File: config.mk
export PLATFORM = sky130hd
export DESIGN_NAME = fs_rx_framer
export DESIGN_NICKNAME = d
export VERILOG_FILES = /design/src/rtl/fsrx_pkg.sv /design/src/rtl/fsrx_line_decode.sv /design/src/rtl/fsrx_sync_hunt.sv /design/src/rtl/fsrx_destuff.sv /design/src/rtl/fsrx_hold_guard.sv /design/src/rtl/fsrx_byte_pack.sv /design/src/rtl/fs_rx_framer.sv
export SDC_FILE = /design/constraint.sdc
export NUM_CORES = 1
export LEC_CHECK = 0
export BUFFER_PORTS_ARGS = -buffer_cell sky130_fd_sc_hd__buf_2
export CORE_MARGIN = 2
export CORE_UTILIZATION = 40
export CTS_CLUSTER_DIAMETER = 30
export CTS_CLUSTER_SIZE = 12
export DETAILED_ROUTE_END_ITERATION = 12
export HOLD_SLACK_MARGIN = 0.12
export SYNTH_ARGS = -nofsm -noshare
export SYNTH_HDL_FRONTEND = slang
export SYNTH_SLANG_ARGS = --single-unit
File: constraint.sdc
create_clock -name clk -period 2.3 [get_ports clk]
set_input_delay 0.115 -clock clk [delete_from_list [all_inputs] [get_ports clk]]
set_output_delay 0.115 -clock clk [all_outputs]
set_load 0.01 [all_outputs]
File: src/rtl/fsrx_pkg.sv
package fsrx_pkg;

  typedef enum logic {ST_HUNT, ST_DATA} fsrx_state_e;

  localparam int SYNC_LEN = 8;
  // oldest level in the MSB, J = 1, K = 0 : K J K J K J K K
  localparam logic [SYNC_LEN-1:0] SYNC_LEVELS = 8'b0101_0100;

  typedef struct packed {
    logic vld;   // a strobed sample was taken
    logic se0;   // sample was single-ended zero
    logic lvl;   // differential level (J = 1)
    logic nrzi;  // decoded bit, 1 = no transition
  } line_sym_t;

endpackage

File: src/rtl/fsrx_line_decode.sv
module fsrx_line_decode
  import fsrx_pkg::*;
(
  input  logic      clk,
  input  logic      rst_n,
  input  logic      bit_stb,
  input  logic      line_dp,
  input  logic      line_dm,
  output line_sym_t sym_o
);

  logic prev_lvl;
  logic se0_now;

  assign se0_now = ~line_dp & ~line_dm;

  // sample only on strobes, NRZI decode against the previous level
  always_ff @(posedge clk or negedge rst_n) begin
    if (!rst_n) begin
      sym_o    <= '0;
      prev_lvl <= 1'b1;
    end else begin
      sym_o.vld <= bit_stb;
      if (bit_stb) begin
        sym_o.se0  <= se0_now;
        sym_o.lvl  <= se0_now ? 1'b1 : line_dp;
        sym_o.nrzi <= se0_now ? 1'b0 : (line_dp == prev_lvl);
        prev_lvl   <= se0_now ? 1'b1 : line_dp;
      end
    end
  end

endmodule

File: src/rtl/fsrx_sync_hunt.sv
module fsrx_sync_hunt
  import fsrx_pkg::*;
#(
  parameter int                LEN     = SYNC_LEN,
  parameter logic [LEN-1:0]    PATTERN = SYNC_LEVELS
) (
  input  logic clk,
  input  logic rst_n,
  input  logic hunt_en,
  input  logic sym_vld,
  input  logic sym_se0,
  input  logic sym_lvl,
  output logic hit
);

  logic [LEN-1:0] hist;
  logic [LEN-1:0] hist_nxt;

  assign hist_nxt = {hist[LEN-2:0], sym_lvl};

  // full pattern match only while hunting, SE0 breaks it
  assign hit = hunt_en & sym_vld & ~sym_se0 & (hist_nxt == PATTERN);

  always_ff @(posedge clk or negedge rst_n) begin
    if (!rst_n) begin
      hist <= '1;
    end else if (!hunt_en || (sym_vld && sym_se0)) begin
      hist <= '1;
    end else if (sym_vld) begin
      hist <= hist_nxt;
    end
  end

endmodule

File: src/rtl/fsrx_destuff.sv
module fsrx_destuff #(
  parameter int RUN = 6
) (
  input  logic clk,
  input  logic rst_n,
  input  logic seed,
  input  logic in_vld,
  input  logic in_bit,
  output logic out_vld,
  output logic stuff_err
);

  localparam int CW = $clog2(RUN + 1);

  logic [CW-1:0] ones;
  logic          at_limit;

  assign at_limit  = (ones == CW'(RUN));
  // the bit after a full run is dropped; R8: it must be a zero
  assign out_vld   = in_vld & ~at_limit;
  assign stuff_err = in_vld & at_limit & in_bit;

  always_ff @(posedge clk or negedge rst_n) begin
    if (!rst_n) begin
      ones <= '0;
    end else if (seed) begin
      ones <= CW'(1);
    end else if (in_vld) begin
      if (at_limit || !in_bit) ones <= '0;
      else                     ones <= ones + 1'b1;
    end
  end

endmodule

File: src/rtl/fsrx_hold_guard.sv
module fsrx_hold_guard #(
  parameter int LIMIT = 7
) (
  input  logic clk,
  input  logic rst_n,
  input  logic seed,
  input  logic in_vld,
  input  logic in_bit,
  output logic hold_err
);

  localparam int CW = $clog2(LIMIT + 1);

  logic [CW-1:0] held;

  // counts raw bit times without a transition, stuffed bits included
  assign hold_err = in_vld & in_bit & (held == CW'(LIMIT - 1));

  always_ff @(posedge clk or negedge rst_n) begin
    if (!rst_n) begin
      held <= '0;
    end else if (seed) begin
      held <= CW'(1);
    end else if (in_vld) begin
      if (!in_bit)                  held <= '0;
      else if (held != CW'(LIMIT))  held <= held + 1'b1;
    end
  end

endmodule

File: src/rtl/fsrx_byte_pack.sv
module fsrx_byte_pack #(
  parameter int W = 8
) (
  input  logic         clk,
  input  logic         rst_n,
  input  logic         clr,
  input  logic         in_vld,
  input  logic         in_bit,
  output logic         byte_vld,
  output logic [W-1:0] byte_data
);

  localparam int CW = $clog2(W);

  logic [W-1:0]  sr;
  logic [CW-1:0] cnt;
  logic [W-1:0]  sr_nxt;

  // first received bit ends up in bit 0
  assign sr_nxt = {in_bit, sr[W-1:1]};

  always_ff @(posedge clk or negedge rst_n) begin
    if (!rst_n) begin
      sr        <= '0;
      cnt       <= '0;
      byte_vld  <= 1'b0;
      byte_data <= '0;
    end else begin
      byte_vld <= 1'b0;
      if (clr) begin
        cnt <= '0;
      end else if (in_vld) begin
        sr <= sr_nxt;
        if (cnt == CW'(W - 1)) begin
          cnt       <= '0;
          byte_vld  <= 1'b1;
          byte_data <= sr_nxt;   // held until the next completed byte
        end else begin
          cnt <= cnt + 1'b1;
        end
      end
    end
  end

endmodule

File: src/rtl/fs_rx_framer.sv
module fs_rx_framer
  import fsrx_pkg::*;
#(
  parameter int BYTE_W     = 8,
  parameter int STUFF_RUN  = 6,
  parameter int HOLD_LIMIT = 7
) (
  input  logic              clk,
  input  logic              rst_n,
  input  logic              bit_stb,
  input  logic              line_dp,
  input  logic              line_dm,
  output logic              rx_active,
  output logic              rx_valid,
  output logic [BYTE_W-1:0] rx_data,
  output logic              rx_error
);

  fsrx_state_e state;
  line_sym_t   sym;
  logic        sync_hit;
  logic        data_vld;
  logic        eop;
  logic        kept_vld;
  logic        stuff_err;
  logic        hold_err;
  logic        abort;
  logic        err_q;

  fsrx_line_decode u_decode (
    .clk     (clk),
    .rst_n   (rst_n),
    .bit_stb (bit_stb),
    .line_dp (line_dp),
    .line_dm (line_dm),
    .sym_o   (sym)
  );

  fsrx_sync_hunt u_hunt (
    .clk     (clk),
    .rst_n   (rst_n),
    .hunt_en (state == ST_HUNT),
    .sym_vld (sym.vld),
    .sym_se0 (sym.se0),
    .sym_lvl (sym.lvl),
    .hit     (sync_hit)
  );

  assign data_vld = (state == ST_DATA) & sym.vld & ~sym.se0;
  assign eop      = (state == ST_DATA) & sym.vld & sym.se0;

  fsrx_destuff #(.RUN(STUFF_RUN)) u_destuff (
    .clk       (clk),
    .rst_n     (rst_n),
    .seed      (sync_hit),
    .in_vld    (data_vld),
    .in_bit    (sym.nrzi),
    .out_vld   (kept_vld),
    .stuff_err (stuff_err)
  );

  fsrx_hold_guard #(.LIMIT(HOLD_LIMIT)) u_guard (
    .clk      (clk),
    .rst_n    (rst_n),
    .seed     (sync_hit),
    .in_vld   (data_vld),
    .in_bit   (sym.nrzi),
    .hold_err (hold_err)
  );

  assign abort = stuff_err | hold_err;

  fsrx_byte_pack #(.W(BYTE_W)) u_pack (
    .clk       (clk),
    .rst_n     (rst_n),
    .clr       (sync_hit),
    .in_vld    (kept_vld & ~abort),
    .in_bit    (sym.nrzi),
    .byte_vld  (rx_valid),
    .byte_data (rx_data)
  );

  // the packet state moves only on SYNC, SE0 or a line error
  always_ff @(posedge clk or negedge rst_n) begin
    if (!rst_n) begin
      state <= ST_HUNT;
      err_q <= 1'b0;
    end else begin
      err_q <= 1'b0;
      case (state)
        ST_HUNT: if (sync_hit) state <= ST_DATA;
        ST_DATA: begin
          if (eop) begin
            state <= ST_HUNT;
          end else if (abort) begin
            state <= ST_HUNT;
            err_q <= 1'b1;
          end
        end
        default: state <= ST_HUNT;
      endcase
    end
  end

  assign rx_active = (state == ST_DATA);
  assign rx_error  = err_q;

endmodule

# Yosys cells after proc, flatten, opt, wreduce, memory -nomap -nowiden
# Index checks and enable logic that the tools add are counted.
[totals]
reg_bits = 40
inputBits = 5
out_inout_bits = 11
wordCells = 79
[op_classes]
n_addsub = 3
n_eq_ne = 7
muxes = 24
bitwise_logic = 21
reduce_logical = 10
[ops]
columns = ["operator", "n"]
rows = [
  ["$mux 3", 10],
  ["$mux 7", 2],
  ["$and 1x1->1", 13],
  ["$mux 1", 11],
  ["$add 3x1->3 const B", 3],
  ["$eq 3x3->1 const B", 3],
  ["$eq 8x7->1 const B", 1],
  ["$not 1->1", 7],
  ["$reduce_bool 2->1", 3],
  ["$reduce_and 2->1", 2],
  ["$ne 3x2->1 const B", 1],
  ["$ne 3x3->1 const B", 1],
  ["$reduce_and 3->1", 1],
  ["$logic_or 1x1->1", 2],
  ["$pmux 1 s2", 1],
  ["$eq 1x1->1", 1],
  ["$logic_and 1x1->1", 1],
  ["$logic_not 1->1", 1],
  ["$or 1x1->1", 1],
]

# Depth between registers and ports, before layout
[depth]
ltp_word = 9
ltp_mapped = 6
depth_no_buf = 6

# Hierarchy
# From an unflattened synthesis, not the netlist that was laid out.
[hier_totals]
hier_cells = 144
area_unflattened_um2 = 1819.2
[by_module_without_submodules]
columns = ["module", "instances", "cells_each", "area_per_inst_um2", "seq_area_each_um2"]
rows = [
  ["fsrx_byte_pack", 1, 48, 795.8, 475.5],
  ["fsrx_sync_hunt", 1, 33, 340.3, 183.9],
  ["fsrx_hold_guard", 1, 19, 217.7, 75.1],
  ["fsrx_line_decode", 1, 14, 186.4, 126.4],
  ["fsrx_destuff", 1, 20, 181.4, 75.1],
  ["fs_rx_framer", 1, 10, 97.6, 50.0],
]

# Worst setup path before layout
# No wires, ideal clock.
[synth_timing]
path_type = "reg2reg"
start = "reg u_destuff.ones[0]"
end = "reg u_pack.sr[1]"
setup_time_ns = 0.125
t_arrival_ns = 1.587
required_time_ns = 2.175
path_slack_ns = 0.588
path_stages_with_launch = 7
path_buffers = 1
period_less_slack_ns = 1.712
cell_sequence = "dfrtp_1 > inv_1 > ha_1 > and2_1 > a311oi_4 > buf_6 > mux2_2"
[synth_via]
elab_chain_len = 7
elab_cells_between_ends = 9
classes_between = "eq/ne: 1; bitwise: 7; reduce/logical: 1"
[synth_rtl]
columns = ["item", "line_no", "source"]
rows = [
  ["from (decl)", "fsrx_destuff.sv:15", "logic [CW-1:0] ones;"],
  ["from (signal assigned)", "fsrx_destuff.sv:30", "else ones <= ones + 1'b1;"],
  ["$eq 3x3->1 (*)", "fsrx_destuff.sv:18", "assign at_limit = (ones == CW'(RUN));"],
  ["$and 1x1->1 (2 in a row)", "fsrx_destuff.sv:21", "assign stuff_err = in_vld & at_limit & in_bit;"],
  ["$or 1x1->1", "fs_rx_framer.sv:71", "assign abort = stuff_err | hold_err;"],
  ["$not 1->1", "fs_rx_framer.sv:77", ".in_vld (kept_vld & ~abort),"],
  ["$and 1x1->1 (*)", "fs_rx_framer.sv:77", ""],
  ["$reduce_and 2->1 (no line) (*)", "n/a", ""],
  ["to (signal assigned)", "fsrx_byte_pack.sv:33", "sr <= sr_nxt;"],
  ["to (decl)", "fsrx_byte_pack.sv:15", "logic [W-1:0] sr;"],
]
# Every way passes the cells marked *; elsewhere a longest branch is shown, timed or not.
# A chain may end at the register's enable or synchronous reset.

# Worst setup path after layout
[layout_timing]
start = "reg u_destuff.ones[0]"
end = "reg u_pack.byte_data[1]"
[layout_via]
elab_chain_len = 7
elab_cells_between_ends = 9
classes_between = "eq/ne: 1; bitwise: 7; reduce/logical: 1"
[layout_rtl]
columns = ["item", "line_no", "source"]
rows = [
  ["$eq 3x3->1 (*)", "fsrx_destuff.sv:18", ""],
  ["$and 1x1->1 (2 in a row)", "fsrx_destuff.sv:21", ""],
  ["$or 1x1->1", "fs_rx_framer.sv:71", ""],
  ["$not 1->1", "fs_rx_framer.sv:77", ""],
  ["$and 1x1->1 (*)", "fs_rx_framer.sv:77", ""],
  ["$reduce_and 3->1 (no line) (*)", "n/a", ""],
  ["to (signal assigned)", "fsrx_byte_pack.sv:37", "byte_data <= sr_nxt;"],
  ["to (decl)", "fsrx_byte_pack.sv:10", "output logic [W-1:0] byte_data"],
]
# Marks and branches as above.

==> metrics.md <==
| Metric | Value |
|---|---|
| Outcome | finished, final reports clean |
| Setup Skew | 0.0101 ns |
| Largest net degree at the start of global routing | 40 |
| Final hold violations | 0 |
| Vias in the first global route | 1,090 |
| Flop2flop setup slack | 0.28 ns |
| Sw Pwr | 0.290 mW |
| Switching part of the total power | 19.8% |
| First drt pass iteration count | 4 |
| Comb pwr share | 4.3% |
| Worst R2R End | u_pack.byte_data[1]$_DFFE_PN0P_ |
| Unrepaired setup endpoints after global routing | false |
| Worst path slowest cell | a311oi_4 |
| CP Data Required Time | 2.47 ns |
| Utilization after layout | 49.3% |
| Worst R2R Start | u_destuff.ones[0]$_DFFE_PN0P_ |
| Clk root buf | clkbuf_8 |
| Port Buffer Count | 15 |
| Area used by multi-input combinational logic | 704 um2 |
| Die ar. | 0.00489 mm2 |
| Seq/Total Area, Yosys | 56.7% |
| Cell taking the most area after synthesis | dfrtp_1 |
| Num rows | 23 |
| Total grt overflow | 0 |
| Crit. Startpoint | u_destuff.ones[0]$_DFFE_PN0P_ |
| Initial Utilization | 42.6% |
| Ys async rst share | 100% |
| Reg2reg path depth | 6 |
| N_diodes | 0 |
| Rel. slew slack | 43.8% |
| Cell Pwr Density | 726 mW/mm2 |
| Net count, final | 170 |
| Max Root-Sink Buffers | 2 |
| Worst hold-check path type | in2reg |
| Final Critical Period | 2.02 ns |
| CP peak stage delay | 0.55 ns |
| Critical Path End Type | flip-flop |
| CTS tree | built |
| Via count | 1,094 |
| Worst slew pin tran | 0.842 ns |
| Skew-Pair Late Insertion Delay | 0.28 ns |
| Average wire per standard cell | 14.4 um |
| Crit Path Max Fanout | 10 |
| Placer Congestion | 0.876 |
| Area of the core | 0.00409 mm2 |
| Initial antenna violation count | 0 |
| Syn Area/Cell | 12.7 um2 |
| Drt drc | 0 |
| Critical path class | reg2reg |
| Fmax | 0.496 GHz |
| GRT Overall Usage | 13.2% |
| Die height | 69.9 um |
| Mapped Area | 0.00174 mm2 |
| First-pass GRT wire length | 5.16 mm |
| Post-synth EDFFs | 0 |
| Clk pwr share | 45.5% |
| Area grow syn2layout | 15.8% |
| Synth unique cells | 32 |
| Post-CTS sizing | 0 |
| Syn Nets | 149 |
| Synth Register Bits | 39 |
| Die Width | 69.9 um |
| Seq pwr share | 50.3% |
| Final Cycle Share | 87.7% |
| Most used DFF post-synth | dfrtp_1 |
| Leak pwr | 1.00 nW |
| WL final | 3.01 mm |
| Total of max-cap violations | 0 |
| Cells after Synth | 137 |
| Register Area | 986 um2 |
| Critical path destination | u_pack.byte_data[1]$_DFFE_PN0P_ |
| CP Cell Sequence | inv_1, ha_1, and2_1, a311oi_4, nand2_4, mux2_2 |
| Setup ws final | 0.283 ns |
| Fraction of layout cells with a size suffix above 1 | 33.3% |
| Total Power | 1.46 mW |
| H-tree Lvls | 2 |
| Setup WS pre-CTS | 0.290 ns |
| Slew Viols, Final | 0 |
| WP data arrival | 2.19 ns |
| Setup TNS | 0 ns |
| Startpoint Class | flip-flop |
| Peak supply drop | 406 uV |
| Top Ports | 16 |
| Drt via density | 5.23 |
| Final setup fails | 0 |
| Final HPWL DP | 2.09 mm |
| Clock sinks | 39 |
| Synth area leaders | dfrtp_1 45%, dfstp_2 12%, mux2_2 10%, ha_1 5.0%, nand2b_1 2.9% |
| Internal power | 1.17 mW |
| 1st-iter DRT viols | 70 |
| Clock slew at reported path FFs | 0.08 ns |
| Synth Warn # | 0 |
| Top-area cell type share of the netlist area | 44.6% |
| Post-DRT Antenna Nets | 0 |
| Total CTS buffers | 5 |
| Fillers | 360 |
==> power groups by stage <==
stage | clock (mW) | combinational (mW) | sequential (mW)
2_1_floorplan | 0 | 0.0348 | 0.742
3_5_place_dp | 0 | 0.0608 | 0.748
4_1_cts | 0.686 | 0.0639 | 0.735
5_1_grt | 0.713 | 0.0711 | 0.740
3_3_place_gp | 0 | 0.0583 | 0.747
6_report | 0.666 | 0.0623 | 0.735
==> logic make-up (layout without fill, tap and decap cells) <==
family,count (synthesis),after routing,share of synthesized area [%]
multiplexers,16,16,10.4
AND/OR/NAND/NOR,37,37,12.9
adder cells (fa/ha/maj),7,7,5.04
AO/OA/AOI/OAI,29,29,12.2
buffers and inverters,9,31,2.81
flip-flops,39,39,56.7
==> through the flow <==
| step | cell area [um2] | std cells | hold slack (ns) |
|---|---|---|---|
| 2_1_floorplan | 1740 | 137 | -0.181 |
| 3_3_place_gp | 1860 | 199 | 0.256 |
| 3_5_place_dp | 1860 | 199 | 0.274 |
| 4_1_cts | 2010 | 209 | 0.151 |
| 5_1_grt | 2010 | 209 | 0.187 |
| 6_report | 2010 | 209 | 0.154 |
==> critical path: cells and delay by family (launching register included) <==
family	cells	cell delay, ns
AO/OA/AOI/OAI	1	0.55
adder cells (fa/ha/maj)	1	0.22
buffers and inverters	1	0.06
flip-flops	1	0.39
multiplexers	1	0.31
AND/OR/NAND/NOR	2	0.39
==> worst min-delay path by stage <==
stage	startpoint	endpoint	slack [ns]	cells after the start
after detailed placement	rst_n	u_guard.held[1]$_DFFE_PN0P_	0.27	1
after floorplan	rst_n	rx_active$_DFF_PN0_	-0.18	0
final	line_dm	u_decode.prev_lvl$_DFFE_PN1P_	0.15	3
after global routing	line_dm	u_decode.prev_lvl$_DFFE_PN1P_	0.19	3
after global placement	rst_n	u_guard.held[2]$_DFFE_PN0P_	0.26	1
after CTS	line_dm	u_decode.prev_lvl$_DFFE_PN1P_	0.15	3
==> layer usage <==
| layer | wire length, um | vias up | track usage (%) |
|---|---|---|---|
| met3 | 102 | 2 | 3.46 |
| li1 | - | 534 | - |
| met2 | 1460 | 19 | 21.5 |
| met1 | 1440 | 539 | 17.3 |
| met4 | 14 | 0 | 3.85 |
| met5 | 0 | - | 0 |
==> cells in the mapped netlist, types with 4 or more instances <==
cell type	number
dfstp_2	8
o21ai_0	4
o22ai_1	6
a21oi_1	6
nor2_1	12
inv_1	4
ha_1	7
dfrtp_1	31
mux2_2	16
nand2b_1	8
==> registers in the layout, summed over array words and instances, names as in the netlist <==
name               count
u_pack.cnt             3
u_guard.held           3
u_hunt.hist            7
u_decode.prev_lvl      1
rx_error               1
u_decode.sym_o         4
rx_active              1
u_pack.byte_vld        1
u_pack.byte_data       8
u_destuff.ones         3
u_pack.sr              7
==> cell type report <==
cell class | instances | area share [%]
sequential | 39 | 48.9
multi-input combinational | 89 | 35.0
timing repair buffer | 19 | 5.47
clock buffer | 5 | 3.42
clock inverter | 3 | 3.35
tap | 50 | 3.11
inverter | 4 | 0.745
==> placed cells by master (no fill, tap or decap), types with 2 or more instances in the layout <==
master | Yosys | routed
inv_1 | 4 | 4
nand2_1 | 3 | 3
o22ai_1 | 6 | 6
a22o_1 | 3 | 3
nor3_1 | 2 | 2
a21oi_1 | 6 | 6
o21a_1 | 2 | 2
mux2_2 | 16 | 16
nor2_1 | 12 | 12
buf_2 | 0 | 15
bufinv_16 | 0 | 2
nand3b_1 | 2 | 2
clkbuf_8 | 0 | 5
o21ai_0 | 4 | 4
nor3b_1 | 3 | 3
dfrtp_1 | 31 | 31
a22oi_1 | 3 | 3
dfstp_2 | 8 | 8
dlygate4sd3_1 | 0 | 2
buf_4 | 2 | 2
nand2b_1 | 8 | 8
ha_1 | 7 | 7
==> timing repair <==
item                                    in CTS  in global routing
hold endpoints to repair                    33                  0
setup buffers                                0                  0
hold buffers                                 2                  0
endpoints found under the setup margin       0                  0
(Power assumes the default switching activity.)
